**src/rtl/ide_cfgwin_pkg.sv**
```systemverilog
package ide_cfgwin_pkg;

  localparam int BYTE_W = 8;
  localparam int OFF_W  = 3;
  localparam int NBANK  = 2;

  // window register offsets
  localparam logic [OFF_W-1:0] OFF_RDTIM = 3'd0;
  localparam logic [OFF_W-1:0] OFF_WRTIM = 3'd1;
  localparam logic [OFF_W-1:0] OFF_KEY   = 3'd2;
  localparam logic [OFF_W-1:0] OFF_CTRL  = 3'd3;
  localparam logic [OFF_W-1:0] OFF_STRAP = 3'd5;
  localparam logic [OFF_W-1:0] OFF_MISC  = 3'd6;
  localparam logic [OFF_W-1:0] OFF_PROBE = 3'd1;

  localparam logic [BYTE_W-1:0] KEY_OPEN  = 8'h03;
  localparam logic [BYTE_W-1:0] KEY_CLOSE = 8'h83;

  localparam int CTRL_BANKB_BIT = 7;
  localparam int CTRL_SPLIT_BIT = 0;
  localparam int MISC_IDX_BIT   = 0;

  typedef enum logic [1:0] {
    SEQ_IDLE = 2'd0,
    SEQ_ONE  = 2'd1,
    SEQ_TWO  = 2'd2,
    SEQ_OPEN = 2'd3
  } seq_e;

  typedef struct packed {
    logic [BYTE_W-1:0] rd;
    logic [BYTE_W-1:0] wr;
  } tim_pair_t;

endpackage

```
**src/rtl/ide_cfgwin_rstsync.sv**
```systemverilog
module ide_cfgwin_rstsync #(
  parameter int STAGES = 2
) (
  input  logic clk,
  input  logic rst_n,
  output logic rst_sync_n
);
  logic [STAGES-1:0] sh_q;

  always_ff @(posedge clk or negedge rst_n) begin
    if (!rst_n) sh_q <= '0;
    else        sh_q <= {sh_q[STAGES-2:0], 1'b1};
  end

  assign rst_sync_n = sh_q[STAGES-1];
endmodule

```
**src/rtl/ide_cfgwin_seq.sv**
```systemverilog
module ide_cfgwin_seq
  import ide_cfgwin_pkg::*;
(
  input  logic              clk,
  input  logic              rst_n,
  input  logic              acc_valid,
  input  logic              acc_hit,
  input  logic              acc_write,
  input  logic              acc_wide,
  input  logic [OFF_W-1:0]  acc_off,
  input  logic [BYTE_W-1:0] acc_wdata,
  output logic              win_open
);
  seq_e st_q, st_d;
  logic probe, key_open, key_close;

  assign probe     = acc_hit && !acc_write && acc_wide && (acc_off == OFF_PROBE);
  assign key_open  = acc_hit && acc_write && !acc_wide && (acc_off == OFF_KEY)
                     && (acc_wdata == KEY_OPEN);
  assign key_close = acc_hit && acc_write && !acc_wide && (acc_off == OFF_KEY)
                     && (acc_wdata == KEY_CLOSE);

  // next state: only valid host cycles move the sequencer
  always_comb begin
    st_d = st_q;
    if (acc_valid) begin
      unique case (st_q)
        SEQ_IDLE: st_d = probe ? SEQ_ONE : SEQ_IDLE;
        SEQ_ONE:  st_d = probe ? SEQ_TWO : SEQ_IDLE;
        SEQ_TWO: begin
          if (probe)         st_d = SEQ_TWO;
          else if (key_open) st_d = SEQ_OPEN;
          else               st_d = SEQ_IDLE;
        end
        SEQ_OPEN: st_d = key_close ? SEQ_IDLE : SEQ_OPEN;
        default:  st_d = SEQ_IDLE;
      endcase
    end
  end

  always_ff @(posedge clk or negedge rst_n) begin
    if (!rst_n) st_q <= SEQ_IDLE;
    else        st_q <= st_d;
  end

  assign win_open = (st_q == SEQ_OPEN);
endmodule

```
**src/rtl/ide_cfgwin_regs.sv**
```systemverilog
module ide_cfgwin_regs
  import ide_cfgwin_pkg::*;
(
  input  logic              clk,
  input  logic              rst_n,
  input  logic              wr_en,
  input  logic [OFF_W-1:0]  wr_off,
  input  logic [BYTE_W-1:0] wdata,
  input  logic              strap_in,
  output logic [BYTE_W-1:0] ctrl_q,
  output logic [BYTE_W-1:0] misc_q,
  output logic              strap_q
);
  logic              ctrl_en, misc_en;
  logic [BYTE_W-1:0] ctrl_d, misc_d;

  assign ctrl_en = wr_en && (wr_off == OFF_CTRL);
  assign misc_en = wr_en && (wr_off == OFF_MISC);

  always_comb begin
    ctrl_d = ctrl_q;
    misc_d = misc_q;
    if (ctrl_en) ctrl_d = wdata;
    if (misc_en) misc_d = wdata;
  end

  always_ff @(posedge clk or negedge rst_n) begin
    if (!rst_n) begin
      ctrl_q  <= '0;
      misc_q  <= '0;
      strap_q <= 1'b0;
    end else begin
      ctrl_q  <= ctrl_d;
      misc_q  <= misc_d;
      strap_q <= strap_in;
    end
  end
endmodule

```
**src/rtl/ide_cfgwin_tbank.sv**
```systemverilog
module ide_cfgwin_tbank
  import ide_cfgwin_pkg::*;
#(
  parameter int                NB        = NBANK,
  parameter int                SEL_W     = (NB > 1) ? $clog2(NB) : 1,
  parameter logic [BYTE_W-1:0] TIM_RESET = 8'h5B
) (
  input  logic                  clk,
  input  logic                  rst_n,
  input  logic                  we_rd,
  input  logic                  we_wr,
  input  logic [SEL_W-1:0]      wsel,
  input  logic [BYTE_W-1:0]     wdata,
  output tim_pair_t [NB-1:0]    bank_q
);
  for (genvar g = 0; g < NB; g++) begin : g_bank
    logic      hit;
    tim_pair_t nxt;

    assign hit = (wsel == SEL_W'(g));

    always_comb begin
      nxt = bank_q[g];
      if (hit && we_rd) nxt.rd = wdata;
      if (hit && we_wr) nxt.wr = wdata;
    end

    always_ff @(posedge clk or negedge rst_n) begin
      if (!rst_n) begin
        bank_q[g].rd <= TIM_RESET;
        bank_q[g].wr <= TIM_RESET;
      end else begin
        bank_q[g] <= nxt;
      end
    end
  end
endmodule

```
**src/rtl/ide_cfgwin.sv**
```systemverilog
module ide_cfgwin
  import ide_cfgwin_pkg::*;
#(
  parameter int                ADDR_W    = 16,
  parameter logic [ADDR_W-1:0] BASE_ADDR = 16'h01F0,
  parameter logic [7:0]        TIM_RESET = 8'h5B
) (
  input  logic              clk,
  input  logic              rst_n,
  input  logic              io_valid,
  input  logic              io_write,
  input  logic              io_wide,
  input  logic [ADDR_W-1:0] io_addr,
  input  logic [7:0]        io_wdata,
  input  logic              strap_clk25,
  output logic [7:0]        io_rdata,
  output logic              cfg_claim,
  output logic              tf_pass,
  output logic [7:0]        drv0_rd_tim,
  output logic [7:0]        drv0_wr_tim,
  output logic [7:0]        drv1_rd_tim,
  output logic [7:0]        drv1_wr_tim,
  output logic [7:0]        shared_misc
);
  localparam int SEL_W = (NBANK > 1) ? $clog2(NBANK) : 1;

  logic                  rst_sync_n;
  logic                  in_rng, hit, win_open, cfg_wr;
  logic [OFF_W-1:0]      off;
  logic [BYTE_W-1:0]     ctrl_q, misc_q;
  logic                  strap_q;
  logic [SEL_W-1:0]      bank_sel;
  tim_pair_t [NBANK-1:0] bank_q;
  tim_pair_t             sel_pair, drv1_pair;

  ide_cfgwin_rstsync #(.STAGES(2)) u_rst (
    .clk(clk), .rst_n(rst_n), .rst_sync_n(rst_sync_n)
  );

  // address decode
  assign in_rng = (io_addr[ADDR_W-1:OFF_W] == BASE_ADDR[ADDR_W-1:OFF_W]);
  assign off    = io_addr[OFF_W-1:0];
  assign hit    = io_valid && in_rng;

  ide_cfgwin_seq u_seq (
    .clk(clk), .rst_n(rst_sync_n),
    .acc_valid(io_valid), .acc_hit(hit), .acc_write(io_write),
    .acc_wide(io_wide), .acc_off(off), .acc_wdata(io_wdata),
    .win_open(win_open)
  );

  assign cfg_claim = hit && win_open;
  assign tf_pass   = hit && !win_open;
  assign cfg_wr    = cfg_claim && io_write;

  ide_cfgwin_regs u_regs (
    .clk(clk), .rst_n(rst_sync_n),
    .wr_en(cfg_wr), .wr_off(off), .wdata(io_wdata),
    .strap_in(strap_clk25),
    .ctrl_q(ctrl_q), .misc_q(misc_q), .strap_q(strap_q)
  );

  // bank B reachable only when unlocked by control and indexed by misc
  assign bank_sel = SEL_W'(misc_q[MISC_IDX_BIT] && ctrl_q[CTRL_BANKB_BIT]);

  ide_cfgwin_tbank #(
    .NB(NBANK), .SEL_W(SEL_W), .TIM_RESET(TIM_RESET)
  ) u_tbank (
    .clk(clk), .rst_n(rst_sync_n),
    .we_rd(cfg_wr && (off == OFF_RDTIM)),
    .we_wr(cfg_wr && (off == OFF_WRTIM)),
    .wsel(bank_sel), .wdata(io_wdata),
    .bank_q(bank_q)
  );

  assign sel_pair = bank_q[bank_sel];

  // host read path
  always_comb begin
    io_rdata = '0;
    if (cfg_claim && !io_write) begin
      unique case (off)
        OFF_RDTIM: io_rdata = sel_pair.rd;
        OFF_WRTIM: io_rdata = sel_pair.wr;
        OFF_CTRL:  io_rdata = ctrl_q;
        OFF_STRAP: io_rdata = {{(BYTE_W-1){1'b0}}, strap_q};
        OFF_MISC:  io_rdata = misc_q;
        default:   io_rdata = '0;
      endcase
    end
  end

  // drive-to-bank mapping
  assign drv1_pair   = ctrl_q[CTRL_SPLIT_BIT] ? bank_q[1] : bank_q[0];
  assign drv0_rd_tim = bank_q[0].rd;
  assign drv0_wr_tim = bank_q[0].wr;
  assign drv1_rd_tim = drv1_pair.rd;
  assign drv1_wr_tim = drv1_pair.wr;
  assign shared_misc = misc_q;
endmodule

```
**config.mk**
```make
export PLATFORM = sky130hd
export DESIGN_NAME = ide_cfgwin
export DESIGN_NICKNAME = d
export VERILOG_FILES = /design/src/rtl/ide_cfgwin_pkg.sv /design/src/rtl/ide_cfgwin_rstsync.sv /design/src/rtl/ide_cfgwin_seq.sv /design/src/rtl/ide_cfgwin_regs.sv /design/src/rtl/ide_cfgwin_tbank.sv /design/src/rtl/ide_cfgwin.sv
export SDC_FILE = /design/constraint.sdc
export NUM_CORES = 1
export LEC_CHECK = 0
export BUFFER_PORTS_ARGS = -buffer_cell sky130_fd_sc_hd__buf_2
export CORE_MARGIN = 2
export CORE_UTILIZATION = 35
export CTS_CLUSTER_DIAMETER = 30
export CTS_CLUSTER_SIZE = 24
export DETAILED_ROUTE_END_ITERATION = 8
export MAX_ROUTING_LAYER = met4
export PLACE_DENSITY_LB_ADDON = 0.15
export REMOVE_ABC_BUFFERS = 1
export SYNTH_ARGS = -nofsm -noshare
export SYNTH_HDL_FRONTEND = slang
export SYNTH_HIERARCHICAL = 1
export SYNTH_SLANG_ARGS = --single-unit
export TNS_END_PERCENT = 50
```
**constraint.sdc**
```tcl
create_clock -name clk -period 1.8 [get_ports clk]
set_input_delay 0.18 -clock clk [delete_from_list [all_inputs] [get_ports clk]]
set_output_delay 0.18 -clock clk [all_outputs]
set_load 0.02 [all_outputs]
```
# Word level (Yosys, flattened, before mapping)
# Cells that the tools add are included.
[totals] ff_bits=53 latchBits=0 mem_bits_rw=0 mem_bits_ro=0 in_bits=30 output_inout_bits=50 elab_cells=60 n_memories=0
[op_classes] n_addsub=0 mul=0 n_div=0 order_cmp=1 eq_ne=11 shift=0 n_mux=11 bitwise_logic=1 n_reduce_logical=27
[ops] cell="$mux W16" count=3
[ops] cell="$pmux W8 S5" count=1
[ops] cell="$logic_and A1 B1 Y1" count=22
[ops] cell="$eq A13 B6 Y1 const B" count=1
[ops] cell="$eq A8 B2 Y1 const B" count=1
[ops] cell="$eq A8 B8 Y1 const B" count=1
[ops] cell="$mux W2" count=4
[ops] cell="$mux W8" count=1
[ops] cell="$pmux W2 S4" count=1
[ops] cell="$eq A3 B2 Y1 const B" count=2
[ops] cell="$eq A3 B3 Y1 const B" count=2
[ops] cell="$eq A2 B2 Y1 const B" count=2
[ops] cell="$eq A3 B1 Y1 const B" count=1
[ops] cell="$logic_not A1 Y1" count=3
[ops] cell="$logic_not A3 Y1" count=1
[ops] cell="$eq A2 B1 Y1 const B" count=1
[ops] cell="$logic_not A2 Y1" count=1
[ops] cell="$lt A1 B2 Y1 const B" count=1
[ops] cell="$mux W1" count=1
[ops] cell="$not A1 Y1" count=1

# Depth between registers and ports, before layout
[depth] depth_word=9 ltp_mapped=7 depth_no_buf=6

# Cells and area by module
# The synthesis kept the hierarchy.
[modules_own_cells] module="ide_cfgwin_tbank" instances=1 cells_per_inst=70 area_each_um2=1263.7 seq_area_each_um2=825.8
[modules_own_cells] module="ide_cfgwin" instances=1 cells_per_inst=109 area_each_um2=800.8 seq_area_each_um2=0.0
[modules_own_cells] module="ide_cfgwin_regs" instances=1 cells_per_inst=35 area_each_um2=653.1 seq_area_each_um2=425.4
[modules_own_cells] module="ide_cfgwin_seq" instances=1 cells_per_inst=24 area_each_um2=211.5 seq_area_each_um2=50.0
[modules_own_cells] module="ide_cfgwin_rstsync" instances=1 cells_per_inst=3 area_each_um2=53.8 seq_area_each_um2=50.0

# Least setup slack after synthesis
# OpenSTA, ideal clock, no wires.
[synth_timing] kind="input -> register" startpoint="input port io_addr[11]" endpoint="register u_tbank/bank_q[10] (netlist name)" setup_time_ps=125 t_arrival_ps=2061 required_time_ps=1675 slack_ps=-386 cell_stages=7 path_buffers=1 path_cell_list="or4_4 nor4_4 and2_1 and3_1 nor2b_1 buf_6 mux2_2"
[synth_between] elab_chain_len=6
[synth_rtl] item="start: declaration" line_no="ide_cfgwin.sv:13" source="input logic [ADDR_W-1:0] io_addr,"
[synth_rtl] item="$eq A13 B6 Y1" line_no="ide_cfgwin.sv:41" source="assign in_rng = (io_addr[ADDR_W-1:OFF_W] == BASE_ADDR[ADDR_W-1:OFF_W]);"
[synth_rtl] item="$logic_and A1 B1 Y1" line_no="ide_cfgwin.sv:43" source="assign hit = io_valid && in_rng;"
[synth_rtl] item="net hit" line_no="ide_cfgwin.sv:28" source="logic in_rng, hit, win_open, cfg_wr;"
[synth_rtl] item="$logic_and A1 B1 Y1" line_no="ide_cfgwin.sv:52" source="assign cfg_claim = hit && win_open;"
[synth_rtl] item="net cfg_claim" line_no="ide_cfgwin.sv:17" source="output logic cfg_claim,"
[synth_rtl] item="$logic_and A1 B1 Y1" line_no="ide_cfgwin.sv:54" source="assign cfg_wr = cfg_claim && io_write;"
[synth_rtl] item="$logic_and A1 B1 Y1" line_no="ide_cfgwin.sv:70" source=".we_rd(cfg_wr && (off == OFF_RDTIM)),"
[synth_rtl] item="$logic_and A1 B1 Y1" line_no="ide_cfgwin_tbank.sv:24" source="if (hit && we_rd) nxt.rd = wdata;"
# The timed path passes the listed nets, and every way through them passes these cells.
# A chain may end at the register's enable or synchronous reset.

# Worst setup path after layout
[layout_timing] startpoint="register u_regs.ctrl_q[7]" endpoint="output port io_rdata[7]"
[layout_between] elab_chain_len=5
[layout_rtl] item="start: declaration" line_no="ide_cfgwin_regs.sv:10" source="output logic [BYTE_W-1:0] ctrl_q,"
[layout_rtl] item="start signal: assignment" line_no="ide_cfgwin_regs.sv:33" source="ctrl_q <= ctrl_d;"
[layout_rtl] item="$logic_and A1 B1 Y1" line_no="ide_cfgwin.sv:64" source="assign bank_sel = SEL_W'(misc_q[MISC_IDX_BIT] && ctrl_q[CTRL_BANKB_BIT]);"
[layout_rtl] item="$mux W16 (implied by the code) (2 in series)" line_no="ide_cfgwin.sv:76" source="assign sel_pair = bank_q[bank_sel];"
[layout_rtl] item="$pmux W8 S5 *" line_no="ide_cfgwin.sv:82" source="unique case (off)"
[layout_rtl] item="$mux W8 *" line_no="ide_cfgwin.sv:81" source="if (cfg_claim && !io_write) begin"
[layout_rtl] item="end: declaration" line_no="ide_cfgwin.sv:16" source="output logic [7:0] io_rdata,"
# Every way passes the cells marked *; elsewhere a longest branch is shown, timed or not. The select of a mux whose other input is x is not followed.

==> flow_metrics.tcl <==
set metrics [dict create \
    status "finished with violations" \
    violations "negative setup slack" \
    ir_drop_uv 275 \
    dr.pass1.iters 4 \
    grtUsageTotal_pct 19.3 \
    synthSimpleGateAreaFrac_pct 12.8 \
    yosysWarnings 6 \
    critPathCaptureType "primary output" \
    cts_root_buf "clkbuf_8" \
    portBuffers 79 \
    async_flop_share_pct 100 \
    crit_arrival_ns 1.73 \
    place_inst 444 \
    routedWlPerCell_um 18.5 \
    cpMaxStageDelayCell "dfrtp_1" \
    path_class "reg -> out" \
    core_sq_um 8260 \
    synth_xor_area_share_pct 0.294 \
    cp_max_fo 7 \
    synthMuxAreaShare_pct 30.7 \
    final_cell_count_no_fill 458 \
    hold_path.class "in -> async" \
    rows 33 \
    clk_pin_slew_worst_paths_ns 0.09 \
    synth_top_family_by_area "multiplexers" \
    slew_viol_final 0 \
    fmax_mhz 524 \
    ys_ff_latch 53 \
    final_cell_mix "buf_2, mux2_2, buf_4, dfrtp_1, dfstp_2" \
    initial_core_util_pct 36.1 \
    ios 80 \
    h-tree-depth 2 \
    clock_skew_ns 0.00731 \
    cap_violations 0 \
    cts_tree "yes" \
    drtIter0Drc 62 \
    start_kind "flip-flop" \
    r2r_setup_slack_ns 0.04 \
    nets 382 \
    wl_um 8450 \
    die_area_sq_um 9280 \
    cts_buffer_depth 2 \
    critical-path-max-stage-delay_ns 0.42 \
    synth-adder-area-share_pct 0 \
    grt_overflow 0 \
    yosysSeqAreaShare_pct 45.3 \
    required_ns 1.62 \
    setup_viol 33 \
    syn_area_sq_um 2980 \
    drive_above_1_share_pct 70.5 \
    critical_path.top_delay_family "flip-flops" \
    num-fill-cells 794 \
    synth_cells 241 \
    die_y_um 96.3 \
    yosys_most_used_dff "dfrtp_1" \
    period_share_pct 106 \
    grt_start_max_net_pins 21 \
    layout_commonest_cell "buf_2" \
    finalHoldViolations 0 \
    clkSinkCount 53 \
    yosys.cell_types.count 46 \
    clk_latency_ns 0.30 \
    crit_chain "nand2_4 > buf_8 > mux2i_1 > nor3_1 > o311a_1 > buf_4" \
    antenna_found_initial 0 \
    synth-edff-count 0 \
    rsz0062_at_grt "yes" \
    period_needed_ns 1.91 \
    viasPerCell 5.16 \
    area.growth.synth_to_final_pct 35.9 \
    cts_buffers 5 \
    dr_total_vias 2361 \
    cp_num_buf_inv 2 \
    place_congestion 0.768 \
    hpwl_um 6030 \
    p_leak_nw 2.10 \
    postSynthAreaPerCell_sq_um 12.4 \
    synth_compound_area_share_pct 7.21 \
    final_antenna_net_count 0 \
    grt_pass1_vias 2335 \
    grt_pass1_wl_um 12800 \
    power_mw 2.02 \
    setup_ws_ns -0.108 \
    drcViolationCount 0 \
    die_width_um 96.3 \
    power_density_nw_per_um2 497 \
    antennaDiodeCount 0 \
]
## where the power goes
| group | total, mW | internal (mW) | switching, mW |
|---|---|---|---|
| Sequential | 1.21 | 1.20 | 0.00943 |
| Clock | 0.641 | 0.277 | 0.364 |
| Combinational | 0.170 | 0.0691 | 0.101 |
| Total | 2.02 | 1.54 | 0.474 |
## synthesized netlist by cell type (2+ instances only)
cell type   n  area share, %
nor2_1      3           0.38
nand3_1     4           0.67
mux2i_1     2           0.67
nor2b_1     3           0.63
dfrtp_1    33             28
nand2b_1    3           0.63
buf_2       3           0.50
mux2_4      8            4.0
nand2_1     8            1.0
and4bb_1    2           0.84
a22oi_1     6            1.5
mux2_2     69             26
nand4b_4    2            1.6
nor3_1      4           0.67
nand4b_1    2           0.59
and3_1      2           0.42
nor3b_1     2           0.50
clkbuf_1    5           0.63
o21ai_0     7            1.2
inv_1      12            1.5
buf_6       2           0.75
a21oi_1    14            2.3
dfstp_2    20             18
nand2_2     2           0.42
o22ai_1     2           0.42
## metal layers
metal	track usage, %	routed length (um)	part of all wire, %	vias up
met2	32.1	4210	50	58
met4	3.64	48	0.57	0
met1	25.1	3860	46	1196
met5	-	0	0	-
met3	3.21	331	3.9	6
li1	-	-	-	1101
## cells by family (layout without fill, tap and decap cells)
kind of cell              after synthesis  in the layout
AOI/OAI and AO/OA                      35             35
xor gates and xnor gates                1              1
buffers and inverters                  23            135
DFF                                    53             53
muxes                                  79             79
other                                   1              1
and+or+nand+nor                        49             49
## what timing repair did
item,4_1_cts,5_1_grt
setup buffers,1,2
endpoints found under the setup margin,52,55
gates cloned,0,1
endpoints found under the hold margin,3,0
hold buffers,2,0
resized for setup,25,29
pin swaps,6,4
## stage by stage
step	utilization, %	cell area [sq um]	hold WS, ns	setup slack, ns	setup TNS [ns]
after floorplan	-	2920	-0.116	-0.593	-7.87
after global placement	44.8	3700	-0.0344	-0.364	-16.59
after detailed placement	44.8	3700	-0.0331	-0.398	-17.39
after CTS	47.2	3900	0.176	-0.104	-0.925
after global routing	49.1	4050	0.170	-0.187	-6.00
final	49.1	4050	0.180	-0.108	-1.41
## path summary, 6_finish.rpt
| kind | start | end | depth (start not counted) |
|---|---|---|---|
| worst max-delay path | u_regs/ctrl_q[7]$_DFFE_PN0P_ | io_rdata[7] | 6 |
| worst min register to register | u_rst/sh_q[1]$_DFF_PN0_ | u_tbank/bank_q[31]$_DFFE_PN0P_ | 0 |
| max in group asynchronous | u_rst/sh_q[1]$_DFF_PN0_ | u_tbank/bank_q[9]$_DFFE_PN1P_ | 1 |
| worst min-delay path | rst_n | u_rst/sh_q[1]$_DFF_PN0_ | 2 |
| worst max register to register | u_regs/misc_q[0]$_DFFE_PN0P_ | u_tbank/bank_q[7]$_DFFE_PN0P_ | 7 |
| min in group clk | io_wdata[5] | u_tbank/bank_q[5]$_DFFE_PN0P_ | 2 |
## registers in the layout, summed over array words and instances (netlist names)
signal and count:
u_seq/st_q 2, u_tbank/bank_q 32, u_rst/sh_q 2, u_regs/misc_q 8, u_regs/ctrl_q 8, u_regs/strap_q 1
## cell type report
cell class / count / area (sq um) / share of cell area, %
Tap cell: 105 / 131 / 3.24
Inverter: 12 / 45.0 / 1.11
Timing Repair Buffer: 115 / 758 / 18.7
Clock buffer: 8 / 80.1 / 1.98
Sequential cell: 53 / 1350 / 33.4
Multi-Input combinational cell: 165 / 1690 / 41.6
(Power assumes the default switching activity.)
